$ cat config.mk
export PLATFORM = sky130hd
export DESIGN_NAME = sram_ctrl
export DESIGN_NICKNAME = d
export VERILOG_FILES = /design/src/rtl/sram_ctrl_pkg.sv /design/src/rtl/sram_cycle_timer.sv /design/src/rtl/sram_dq_path.sv /design/src/rtl/sram_ctrl.sv
export SDC_FILE = /design/constraint.sdc
export NUM_CORES = 1
export LEC_CHECK = 0
export BUFFER_PORTS_ARGS = -buffer_cell sky130_fd_sc_hd__buf_4
export CORE_UTILIZATION = 45
export CTS_CLUSTER_DIAMETER = 80
export DETAILED_ROUTE_END_ITERATION = 7
export HOLD_SLACK_MARGIN = 0.03
export PLACE_DENSITY = 0.77
export RECOVER_POWER = 50
export SLEW_MARGIN = 20
export SYNTH_ARGS = -nofsm -noshare
export SYNTH_HDL_FRONTEND = slang
export SYNTH_HIERARCHICAL = 1
export SYNTH_SLANG_ARGS = --single-unit
export TNS_END_PERCENT = 30
$ cat constraint.sdc
create_clock -name clk -period 1.95 [get_ports clk]
set_input_delay 0.585 -clock clk [delete_from_list [all_inputs] [get_ports clk]]
set_output_delay 0.585 -clock clk [all_outputs]
set_load 0.02 [all_outputs]
$ cat src/rtl/sram_ctrl_pkg.sv
package sram_ctrl_pkg;

  typedef enum logic [2:0] {
    ST_PARK,
    ST_RECOVER,
    ST_IDLE,
    ST_WRITE,
    ST_RD_GAP,
    ST_RD_ACC,
    ST_TURN
  } ctrl_state_t;

  // Round a nanosecond limit up to whole clock cycles, never below one.
  function automatic int ns_to_cyc(input int ns, input int clk_ns);
    int c;
    c = (ns + clk_ns - 1) / clk_ns;
    return (c < 1) ? 1 : c;
  endfunction

  function automatic int imax(input int a, input int b);
    return (a > b) ? a : b;
  endfunction

endpackage

$ cat src/rtl/sram_cycle_timer.sv
module sram_cycle_timer #(
  parameter int CNT_W = 4
) (
  input  logic             clk,
  input  logic             rst,
  input  logic             load,
  input  logic [CNT_W-1:0] load_val,
  output logic             zero
);

  logic [CNT_W-1:0] cnt_q;

  always_ff @(posedge clk) begin
    if (rst) begin
      cnt_q <= '0;
    end else if (load) begin
      cnt_q <= load_val;
    end else if (cnt_q != '0) begin
      cnt_q <= cnt_q - 1'b1;
    end
  end

  assign zero = (cnt_q == '0);

endmodule

$ cat src/rtl/sram_dq_path.sv
module sram_dq_path #(
  parameter int ADDR_W = 19,
  parameter int DATA_W = 8
) (
  input  logic              clk,
  input  logic              rst,
  input  logic              accept,
  input  logic [ADDR_W-1:0] addr_in,
  input  logic [DATA_W-1:0] wdata_in,
  input  logic              capture,
  input  logic [DATA_W-1:0] dq_in,
  output logic [ADDR_W-1:0] mem_addr,
  output logic [DATA_W-1:0] dq_out,
  output logic [DATA_W-1:0] rd_data,
  output logic              rd_valid
);

  // Address and write data are latched on the accepting edge and held
  // for the whole access, which gives zero setup and generous hold.
  always_ff @(posedge clk) begin
    if (rst) begin
      mem_addr <= '0;
      dq_out   <= '0;
    end else if (accept) begin
      mem_addr <= addr_in;
      dq_out   <= wdata_in;
    end
  end

  always_ff @(posedge clk) begin
    if (rst) begin
      rd_data  <= '0;
      rd_valid <= 1'b0;
    end else begin
      rd_valid <= capture;
      if (capture) begin
        rd_data <= dq_in;
      end
    end
  end

endmodule

$ cat src/rtl/sram_ctrl.sv
module sram_ctrl
  import sram_ctrl_pkg::*;
#(
  parameter int ADDR_W  = 19,
  parameter int DATA_W  = 8,
  parameter int CLK_NS  = 10,
  parameter int WP_NS   = 17,
  parameter int DS_NS   = 12,
  parameter int AA_NS   = 25,
  parameter int TURN_NS = 10,
  parameter int RC_NS   = 25
) (
  input  logic              clk,
  input  logic              rst,
  input  logic              req_valid,
  input  logic              req_write,
  input  logic [ADDR_W-1:0] req_addr,
  input  logic [DATA_W-1:0] req_wdata,
  output logic              req_ack,
  output logic [DATA_W-1:0] rd_data,
  output logic              rd_valid,
  input  logic              standby,
  output logic [ADDR_W-1:0] mem_addr,
  output logic              mem_ce_n,
  output logic              mem_oe_n,
  output logic              mem_we_n,
  output logic [DATA_W-1:0] mem_dq_out,
  output logic              mem_dq_oe,
  input  logic [DATA_W-1:0] mem_dq_in
);

  localparam int WR_C  = imax(ns_to_cyc(WP_NS, CLK_NS), ns_to_cyc(DS_NS, CLK_NS));
  localparam int AA_C  = ns_to_cyc(AA_NS, CLK_NS);
  localparam int TA_C  = ns_to_cyc(TURN_NS, CLK_NS);
  localparam int RC_C  = ns_to_cyc(RC_NS, CLK_NS);
  localparam int MAX_C = imax(imax(WR_C, AA_C), imax(TA_C, RC_C));
  localparam int CNT_W = $clog2(MAX_C + 1);

  ctrl_state_t      state_q, state_d;
  logic             t_load, t_zero;
  logic [CNT_W-1:0] t_val;
  logic             accept, capture;

  sram_cycle_timer #(.CNT_W(CNT_W)) u_timer (
    .clk      (clk),
    .rst      (rst),
    .load     (t_load),
    .load_val (t_val),
    .zero     (t_zero)
  );

  sram_dq_path #(.ADDR_W(ADDR_W), .DATA_W(DATA_W)) u_dq (
    .clk      (clk),
    .rst      (rst),
    .accept   (accept),
    .addr_in  (req_addr),
    .wdata_in (req_wdata),
    .capture  (capture),
    .dq_in    (mem_dq_in),
    .mem_addr (mem_addr),
    .dq_out   (mem_dq_out),
    .rd_data  (rd_data),
    .rd_valid (rd_valid)
  );

  // Each timed state lasts exactly N cycles: the timer is loaded with N-1
  // on entry and the state is left when it reads zero.
  always_comb begin
    state_d = state_q;
    t_load  = 1'b0;
    t_val   = '0;
    accept  = 1'b0;
    capture = 1'b0;
    unique case (state_q)
      ST_PARK: begin
        if (!standby) begin
          state_d = ST_RECOVER;
          t_load  = 1'b1;
          t_val   = CNT_W'(RC_C - 1);
        end
      end
      ST_RECOVER: begin
        if (t_zero) state_d = ST_IDLE;
      end
      ST_IDLE: begin
        if (standby) begin
          state_d = ST_PARK;
        end else if (req_valid) begin
          accept = 1'b1;
          if (req_write) begin
            state_d = ST_WRITE;
            t_load  = 1'b1;
            t_val   = CNT_W'(WR_C - 1);
          end else begin
            state_d = ST_RD_GAP;
          end
        end
      end
      ST_WRITE: begin
        if (t_zero) state_d = ST_IDLE;
      end
      ST_RD_GAP: begin
        state_d = ST_RD_ACC;
        t_load  = 1'b1;
        t_val   = CNT_W'(AA_C - 1);
      end
      ST_RD_ACC: begin
        if (t_zero) begin
          capture = 1'b1;
          state_d = ST_TURN;
          t_load  = 1'b1;
          t_val   = CNT_W'(TA_C - 1);
        end
      end
      ST_TURN: begin
        if (t_zero) state_d = ST_IDLE;
      end
      default: state_d = ST_PARK;
    endcase
  end

  // Strobes are registered decodes of the next state, so they are glitch
  // free and always match the current state.
  always_ff @(posedge clk) begin
    if (rst) begin
      state_q   <= ST_PARK;
      mem_ce_n  <= 1'b1;
      mem_oe_n  <= 1'b1;
      mem_we_n  <= 1'b1;
      mem_dq_oe <= 1'b0;
      req_ack   <= 1'b0;
    end else begin
      state_q   <= state_d;
      mem_ce_n  <= (state_d == ST_PARK) || (state_d == ST_RECOVER);
      mem_oe_n  <= (state_d != ST_RD_ACC);
      mem_we_n  <= (state_d != ST_WRITE);
      mem_dq_oe <= (state_d == ST_WRITE);
      req_ack   <= accept;
    end
  end

  p_no_contention_r5: assert property (@(posedge clk) disable iff (rst)
    mem_dq_oe |-> mem_oe_n);

  p_release_before_oe_r5: assert property (@(posedge clk) disable iff (rst)
    $fell(mem_oe_n) |-> !$past(mem_dq_oe));

  p_write_selected_r2: assert property (@(posedge clk) disable iff (rst)
    !mem_we_n |-> (!mem_ce_n && mem_oe_n && mem_dq_oe));

  p_we_ends_first_r3: assert property (@(posedge clk) disable iff (rst)
    $rose(mem_we_n) |-> !mem_ce_n);

  p_rdvalid_pulse_r4: assert property (@(posedge clk) disable iff (rst)
    rd_valid |=> !rd_valid);

  p_ack_pulse_r7: assert property (@(posedge clk) disable iff (rst)
    req_ack |=> !req_ack);

  p_park_deselect_r8: assert property (@(posedge clk) disable iff (rst)
    (state_q == ST_PARK) |-> (mem_ce_n && !req_ack));

endmodule

==> impl_metrics.yaml, run 1 <==
yosys:
  synth_seq_area_share_pct: 52.2
  synth-main-ff-cell: "dfxtp_1"
  yosys_warnings: 6
  syn-instance-count: 167
  avgSynthCellArea_sq_um: 10.6
  syn_area_sq_um: 1760
  synth_nets: 208
  synth_edf_count: 0
  yosysUniqueCellTypes: 32
  ys_ff_latch: 46
  async_flop_share_pct: 0
timing:
  hold_viol_final: 0
  finClkSkew_ps: 8.70
  slew_headroom_pct: 80.9
  timing.final.crit_share_pct: 89.0
  min_period_ps: 1730
  fin_setup_tns_ps: 0
  grt_setup_unrepaired: "false"
  worst_pin_slew_ps: 288
  slew_viol_final: 0
  fmax_ghz: 0.576
  setup_viol: 0
worst_setup_path:
  arrival_ps: 1930
  cp_slowest_stage_delay_ps: 420
  cpMaxStageDelayCell: "or3_1"
  path_cells: "inv_1 -> ha_1 -> nand2_1 -> nor2_1 -> or3_1 -> o41ai_2"
  cp_num_buf_inv: 1
  critPathRequiredTime_ps: 2150
  critPathKind: "reg2reg"
  critPathLaunchType: "register"
  path_max_fanout: 6
  crit_family: "simple AND/OR/NAND/NOR gates"
  endpoint_kind: "register"
pwr:
  pwr-share-seq_pct: 50.6
  combPwrFrac_pct: 14.7
  p_switching_uw: 480
  p_leak_uw: 0.000884
  p_int_uw: 1500
  clkPwrFrac_pct: 34.7
  swShare_pct: 24.2
  ir_drop_v: 0.000556
  p_per_area_nw_per_um2: 854
  power.total_uw: 1980
die:
  die_area_sq_um: 4180
  die_x_microns: 64.6
  rows: 22
  initial_utilization_pct: 47.5
  core_area_sq_um: 3720
  ioPinCount: 81
  die_y_microns: 64.6
detailed_routing:
  dr.pass1.iters: 4
  vias: 1409
  wl_per_cell_microns: 12.2
  drcViolationCount: 0
  finalWirelength_microns: 3610
  routed_via_density: 4.74
  drtAntennaViolNets: 0
  drt_first_iter_violations: 82
cells_and_area:
  final_cell_mix: "dfxtp_1, buf_4, clkbuf_1"
  drive_gt1_share_pct: 22.1
  final_cells: 297
  antenna-diode-count: 0
  final_common_cell: "dfxtp_1"
  nets: 289
  syn2layout_area_growth_pct: 31.6
  final_util_pct: 62.5
cts:
  cts_resized: 0
  clk_pin_slew_worst_paths_ps: 90
  cts_tree: "built"
  clk-insertion-delay-late_ps: 290
  numCtsBuffers: 5
  cts-root-buf: "clkbuf_8"
  clock_sinks: 46
  htree_levels: 2
  clk_path_buf_depth: 2
  post_cts_buffers: 0
  cts_hold_buf: 0
placement:
  dpl.hpwl_microns: 2560
  dp_cells: 289
  gp_congestion: 0.727
  port_buffers: 80
global_route:
  grt_pass1_wl_microns: 5820
  grt_usage_pct: 18.1
  grt_max_degree: 29
  antenna_found_initial: 0
  grt_overflow: 0
  grt_pass1_vias: 1301
outcome:
  status: "finished, final reports clean"
min_path:
  hp-class: "reg2reg"
job:
  max_cap_viol_count: 0
power by group through the flow:
stage          Combinational [uW]  Clock (uW)  Sequential, uW
2_1_floorplan                 182           0            1040
3_3_place_gp                  303           0            1030
3_5_place_dp                  307           0            1030
4_1_cts                       309         699            1000
5_1_grt                       322         749            1010
6_report                      292         689            1000
through the flow:
step	instance area (sq um)	setup slack (ps)	hold slack, ps
after floorplan	1760	310	532
after global placement	2370	158	476
after detailed placement	2370	98.1	485
after CTS	2480	224	506
after global routing	2320	108	510
final	2320	215	501
final timing paths:
kind | slack, ps | cells past startpoint | endpoint | startpoint
setup / recovery | 220 | 6 | u_timer/cnt_q[1] | u_timer/cnt_q[0]
hold / removal | 500 | 2 | u_dq/mem_addr[12] | u_dq/mem_addr[12]
setup reg to reg | 220 | 6 | u_timer/cnt_q[1] | u_timer/cnt_q[0]
hold reg to reg | 500 | 2 | u_dq/mem_addr[12] | u_dq/mem_addr[12]
sequential cells by signal, indices dropped and copies added (netlist names):
signal	flops
u_dq/rd_data	8
u_dq/dq_out	8
mem_oe_n	1
state_q	3
u_dq/rd_valid	1
mem_ce_n	1
mem_we_n	1
req_ack	1
u_dq/mem_addr	19
mem_dq_oe	1
u_timer/cnt_q	2
final cells by class:
| cell class | count | area, sq um |
|---|---|---|
| Clock inverter | 2 | 37.5 |
| Fill cell | 369 | 1390 |
| Clock buffer | 6 | 72.6 |
| Inverter | 4 | 15.0 |
| Tap cell | 48 | 60.1 |
| Multi-Input combinational cell | 108 | 731 |
| Timing Repair Buffer | 83 | 485 |
| Sequential cell | 46 | 921 |
cell families after synthesis:
kind of cell    after synthesis  synth area share, %
mux                          35                 19.9
fa+ha+maj                     1                0.709
simple gates                 61                 16.5
buf+inv                      13                 5.96
flops                        46                 52.2
xor+xnor                      1                0.497
compound gates               10                 4.33
per-layer routing:
| layer | wire length [microns] | global-route usage (%) |
|---|---|---|
| met1 | 1630 | 21.9 |
| met2 | 1740 | 30.9 |
| met3 | 205 | 4.58 |
| met4 | 31 | 6.39 |
| met5 | 0 | 0 |
synthesized netlist by cell type, types with 2 or more instances:
library cell	instances	area share [%]
nand3b_1	2	0.85
o21ai_0	3	0.85
and2_1	2	0.71
dfxtp_1	46	52
mux2i_1	35	20
buf_6	2	1.3
nor2_1	39	8.3
or3_1	2	0.71
inv_1	3	0.64
nand2_1	4	0.85
nor2b_1	4	1.4
buf_12	2	2.3
buf_2	4	1.1
worst reg2reg max path: cells and delay by family (launching register included):
kind            cells  cell delay (ps)
simple gates        3              620
fa+ha+maj           1              280
flops               1              350
compound gates      1              340
buf+inv             1               50
(Power assumes the default switching activity.)
==> run 2, diff against run 1 <==
==> constraint.sdc (replaced) <==
create_clock -name clk -period 1.95 [get_ports clk]
set_input_delay 0.39 -clock clk [delete_from_list [all_inputs] [get_ports clk]]
set_output_delay 0.39 -clock clk [all_outputs]
set_load 0.02 [all_outputs]
==> run 2 against run 1 <==
Net effect:
- via count up 1.3%
- clock skew fell by 0.98 ps
- register-to-register slack gained 30 ps
- global-route usage fell by 0.54 points
- clock-buffer cell count up 1
- cell area decreased by 0.97%
- highest routed layer unchanged
==> impl_metrics.yaml, run 2 (same netlist as run 1, synthesis figures left out) <==
cts:
  clock_sinks: 46
  cts_resized: 0
  numCtsBuffers: 5
  clk_path_buf_depth: 2
  clk_pin_slew_worst_paths_ps: 80
  clk-insertion-delay-late_ps: 290
  cts_tree: "built"
  htree_levels: 2
  post_cts_buffers: 0
  cts-root-buf: "clkbuf_8"
  cts_hold_buf: 0
cells_and_area:
  final_common_cell: "dfxtp_1"
  final_util_pct: 61.9
  final_cell_mix: "dfxtp_1, clkbuf_1, buf_4"
  nets: 289
  antenna-diode-count: 0
  syn2layout_area_growth_pct: 30.4
  drive_gt1_share_pct: 21.7
  largest-register: "u_dq/mem_addr"
  reg_top3: "u_dq/mem_addr x19, u_dq/dq_out x8, u_dq/rd_data x8"
  largest_reg_flops: 19
timing:
  hold_viol_final: 0
  grt_setup_unrepaired: "false"
  slew_viol_final: 0
  fin_setup_tns_ps: 0
  hold_slack_ps: 334
  worst_pin_slew_ps: 284
  timing.final.crit_share_pct: 87.2
  setup_viol: 0
  fmax_ghz: 0.588
  slew_headroom_pct: 81.1
  min_period_ps: 1700
  finClkSkew_ps: 7.72
min_path:
  hp-class: "in2reg"
  hold_depth: 3
  min_from: "req_wdata[0]"
  hold_path_end: "u_dq/dq_out[0]"
detailed_routing:
  drcViolationCount: 0
  wl_per_cell_microns: 12.2
  drt_first_iter_violations: 86
  drtAntennaViolNets: 0
  vias: 1427
  dr.pass1.iters: 4
  finalWirelength_microns: 3620
  routed_via_density: 4.80
die:
  ioPinCount: 81
  rows: 22
  core_area_sq_um: 3720
  die_x_microns: 64.6
  die_area_sq_um: 4180
  die_y_microns: 64.6
  initial_utilization_pct: 47.5
global_route:
  grt_usage_pct: 17.6
  grt_max_degree: 29
  grt_use_met1_pct: 20.7
  grt_pass1_vias: 1304
  antenna_found_initial: 0
  met3_usage_pct: 5.99
  busiest_layer: "met2"
  use_met2_pct: 29.7
  grt_pass1_wl_microns: 5640
  grt_overflow: 0
worst_setup_path:
  cp_num_buf_inv: 1
  path_depth: 6
  path_cells: "nor2b_1 -> nand3_2 -> inv_2 -> and2_4 -> or3_1 -> o41ai_2"
  crit_family: "simple AND/OR/NAND/NOR gates"
  arrival_ps: 1890
  critPathKind: "reg2reg"
  path_max_fanout: 9
  cp_slowest_stage_delay_ps: 400
  r2r_cells: 6
  endpoint_kind: "register"
  critPathRequiredTime_ps: 2140
  cpMaxStageDelayCell: "dfxtp_1"
  ff2ff_setup_slack_ps: 250
  critPathLaunchType: "register"
  reg2reg_from: "state_q[1]"
  r2r-end: "u_timer/cnt_q[1]"
pwr:
  power.total_uw: 1870
  p_leak_uw: 0.000878
  p_per_area_nw_per_um2: 814
  ir_drop_v: 0.000626
job:
  max_cap_viol_count: 0
placement:
  gp_congestion: 0.736
  port_buffers: 80
  dpl.hpwl_microns: 2580
outcome:
  status: "finished, final reports clean"
[run 2: cell types whose count changed in the layout (fill, tap and decap cells not counted)]
cell        before  now
buf_4           42   41
bufinv_16        1    0
and2_1           0    2
clkinvlp_4       1    0
clkbuf_8         5    6
and2_0           2    0
clkinv_2         0    1
clkbuf_1        41   42
[run 2: power breakdown]
part	internal (uW)	leakage, uW	total (uW)	switching, uW
Clock	286	0.0000482	577	291
Sequential	977	0.000372	1000	27.7
Combinational	145	0.000458	290	146
[run 2: per-stage QoR]
stage	setup slack, ps	cell area (sq um)	instances
global route	139	2300	297
global placement	346	2370	289
CTS	255	2460	297
detailed placement	305	2370	289
floorplan	393	1760	167
finish	249	2300	297
[run 2: layout make-up]
class	count	area (sq um)
timing repair buffer	83	482
multi-input combinational	108	731
tap	48	60.1
clock buffer	7	86.3
clock inverter	1	5.00
sequential	46	921
fill	368	1420
inverter	4	15.0
[run 2: routing by layer]
metal / share of wire, % / vias to the layer above
li1: - / 718
met1: 46 / 657
met2: 47 / 50
met3: 6.4 / 2
met4: 0.55 / 0
met5: 0 / -
[run 2: worst max path at each step]
stage	startpoint	end	slack [ps]
floorplan	state_q[1]	u_timer/cnt_q[1]	390
global placement	standby	u_timer/cnt_q[1]	350
detailed placement	u_timer/cnt_q[0]	u_timer/cnt_q[1]	300
CTS	u_timer/cnt_q[0]	u_timer/cnt_q[1]	260
global route	u_timer/cnt_q[0]	u_timer/cnt_q[1]	140
finish	state_q[1]	u_timer/cnt_q[1]	250
[run 2: worst register-to-register path: cells and delay by family, from the launching register on]
| family | cells | cell delay (ps) |
|---|---|---|
| buf+inv | 1 | 60 |
| flops | 1 | 400 |
| simple gates | 4 | 800 |
| compound gates | 1 | 350 |
==> run 3, diff against run 2 <==
--- a/config.mk
+++ b/config.mk
@@ -5,12 +5,13 @@
 export SDC_FILE = /design/constraint.sdc
 export NUM_CORES = 1
 export LEC_CHECK = 0
+export ABC_AREA = 1
 export BUFFER_PORTS_ARGS = -buffer_cell sky130_fd_sc_hd__buf_4
 export CORE_UTILIZATION = 45
 export CTS_CLUSTER_DIAMETER = 80
 export DETAILED_ROUTE_END_ITERATION = 7
 export HOLD_SLACK_MARGIN = 0.03
-export PLACE_DENSITY = 0.77
+export PLACE_DENSITY = 0.75
 export RECOVER_POWER = 50
 export SLEW_MARGIN = 20
 export SYNTH_ARGS = -nofsm -noshare
==> constraint.sdc (replaced) <==
create_clock -name clk -period 2.05 [get_ports clk]
set_input_delay 0.41 -clock clk [delete_from_list [all_inputs] [get_ports clk]]
set_output_delay 0.41 -clock clk [all_outputs]
set_load 0.02 [all_outputs]
==> run 3 against run 2 <==
Net effect:
- area after synthesis is 15% higher
- sequential power fell by 6%
- combinational power is 4% lower
- largest cell class unchanged
- clock-buffer cell count shrank 2
- hold slack improved by 14 ps
- clock skew fell by 4.0 ps
- critical endpoint is now u_dq/rd_data[6]
- die area grew 14%
- cell count rose by 46%
- sequential share of layout area is 3.7 points lower
==> impl_metrics.yaml, run 3 <==
outcome:
  status: "finished, final reports clean"
cells_and_area:
  largest-register: "u_dq/mem_addr"
  drive_gt1_share_pct: 15.1
  final_cells: 435
  largest_reg_flops: 19
  final_cell_mix: "nand2_1, nor2_1, inv_1"
  multi_input_area_sq_um: 790
  nets: 424
  syn2layout_area_growth_pct: 24.8
  antenna-diode-count: 0
  regArea_sq_um: 921
  reg_top3: "u_dq/mem_addr x19, u_dq/dq_out x8, u_dq/rd_data x8"
  final_common_cell: "nand2_1"
  n_fill_cell: 473
detailed_routing:
  vias: 1856
  finalWirelength_microns: 3870
  drtAntennaViolNets: 0
  wl_per_cell_microns: 8.89
  routed_via_density: 4.27
  drt_first_iter_violations: 101
  dr.pass1.iters: 4
  drcViolationCount: 0
timing:
  hold_viol_final: 0
  grt_setup_unrepaired: "false"
  slew_headroom_pct: 62.2
  fin_setup_tns_ps: 0
  worst_pin_slew_ps: 566
  slew_viol_final: 0
  timing.final.crit_share_pct: 71.8
  finClkSkew_ps: 3.73
  min_period_ps: 1470
  fmax_ghz: 0.680
  setup_viol: 0
job:
  max_cap_viol_count: 0
cts:
  post_cts_buffers: 0
  cts_resized: 0
  htree_levels: 2
  numCtsBuffers: 5
  cts-root-buf: "clkbuf_8"
  clock_sinks: 46
  cts_tree: "built"
  clk_path_buf_depth: 2
  clk-insertion-delay-late_ps: 280
  clk_pin_slew_worst_paths_ps: 80
  cts_hold_buf: 0
worst_setup_path:
  path_max_fanout: 17
  critPathLaunchType: "register"
  arrival_ps: 1650
  critPathKind: "reg2reg"
  ff2ff_setup_slack_ps: 580
  endpoint_kind: "register"
  critPathRequiredTime_ps: 2230
yosys:
  synthTopCellsByArea: "dfxtp_1, nand2_1, nor2_1, inv_1, buf_6"
  ys_ff_latch: 46
  async_flop_share_pct: 0
  synth_top_area_share_pct: 45.4
  syn_area_sq_um: 2030
  synth_edf_count: 0
  yosysUniqueCellTypes: 16
  ys_top_cells_by_count: "nand2_1, nor2_1, inv_1, dfxtp_1"
  yosys_warnings: 6
  syn-instance-count: 306
  synth_nets: 347
  avgSynthCellArea_sq_um: 6.63
  yosysMostFrequentCell: "nand2_1"
  yosys.area.top_type: "dfxtp_1"
  synth-main-ff-cell: "dfxtp_1"
  synth_seq_area_share_pct: 45.4
global_route:
  antenna_found_initial: 0
  grt_usage_pct: 16.4
  grt_overflow: 0
  grt_pass1_vias: 1534
  grt_pass1_wl_microns: 6460
  grt_max_degree: 55
pwr:
  p_leak_uw: 0.00129
  ir_drop_v: 0.000308
  power.total_uw: 1730
  p_per_area_nw_per_um2: 682
die:
  die_area_sq_um: 4780
  ioPinCount: 81
  rows: 24
  die_y_microns: 69.1
  die_x_microns: 69.1
  core_area_sq_um: 4350
  initial_utilization_pct: 46.6
placement:
  gp_congestion: 0.867
  dp_cells: 428
  port_buffers: 80
  dpl.hpwl_microns: 2810
min_path:
  hp-class: "in2reg"
==> run 3: cell count changes after synthesis, sizes merged, moves of 2 or more <==
cell	before	now
nor2	40	83
or3	2	0
inv	4	56
buf	9	11
and2	3	0
a21oi	0	3
nand2	4	90
nor2b	5	0
nand3	1	8
o21ai	3	5
mux2i	35	0
nand3b	2	0
==> run 3: critical path: stages, from the launching register on <==
cell,delay (ps)
dfxtp_1,460
nand2_1,120
nor2_1,90
nand2_1,100
inv_1,370
nand2_1,100
nand2_1,70
nor2_1,50
==> run 3: where the power goes <==
group / total (uW) / internal (uW) / switching (uW)
registers: 943 / 925 / 18.4
logic: 277 / 120 / 158
clock network: 505 / 229 / 276
==> run 3: final timing paths <==
check / from / endpoint / cells past startpoint
worst max-delay path: state_q[2] / u_dq/rd_data[6] / 7
worst min-delay path: rst / state_q[0] / 2
worst max register to register: state_q[2] / u_dq/rd_data[6] / 7
worst min register to register: u_dq/mem_addr[12] / u_dq/mem_addr[12] / 2
==> run 3: through the flow <==
stage | utilization (%) | hold slack, ps | cell area, sq um | setup WS [ps]
final | 58.1 | 348 | 2530 | 579
after global routing | 58.1 | 342 | 2530 | 369
after detailed placement | 59.9 | 463 | 2610 | 584
after global placement | 59.9 | 460 | 2610 | 606
after CTS | 61.7 | 342 | 2690 | 571
after floorplan | - | 481 | 2030 | 799
==> run 3: layout make-up <==
type	count	share of cell area [%]
inverter	56	8.30
timing repair buffer	81	18.4
multi-input combinational	193	31.2
sequential	46	36.4
clock buffer	5	2.72
clock inverter	2	0.395
tap	52	2.57
==> run 3: logic make-up after synthesis <==
family | Yosys count | share of synthesized area [%]
compound gates | 8 | 1.97
flops | 46 | 45.4
fa+ha+maj | 1 | 0.617
simple gates | 184 | 36.1
buf+inv | 67 | 15.9
==> run 3: routing by layer <==
metal / vias to the layer above / global-route usage [%] / share of wire, %
met5: - / 0 / 0
met4: 0 / 3.40 / 0.36
met3: 2 / 5.12 / 7.1
met2: 54 / 26.5 / 46
met1: 773 / 21.4 / 47
li1: 1027 / - / -
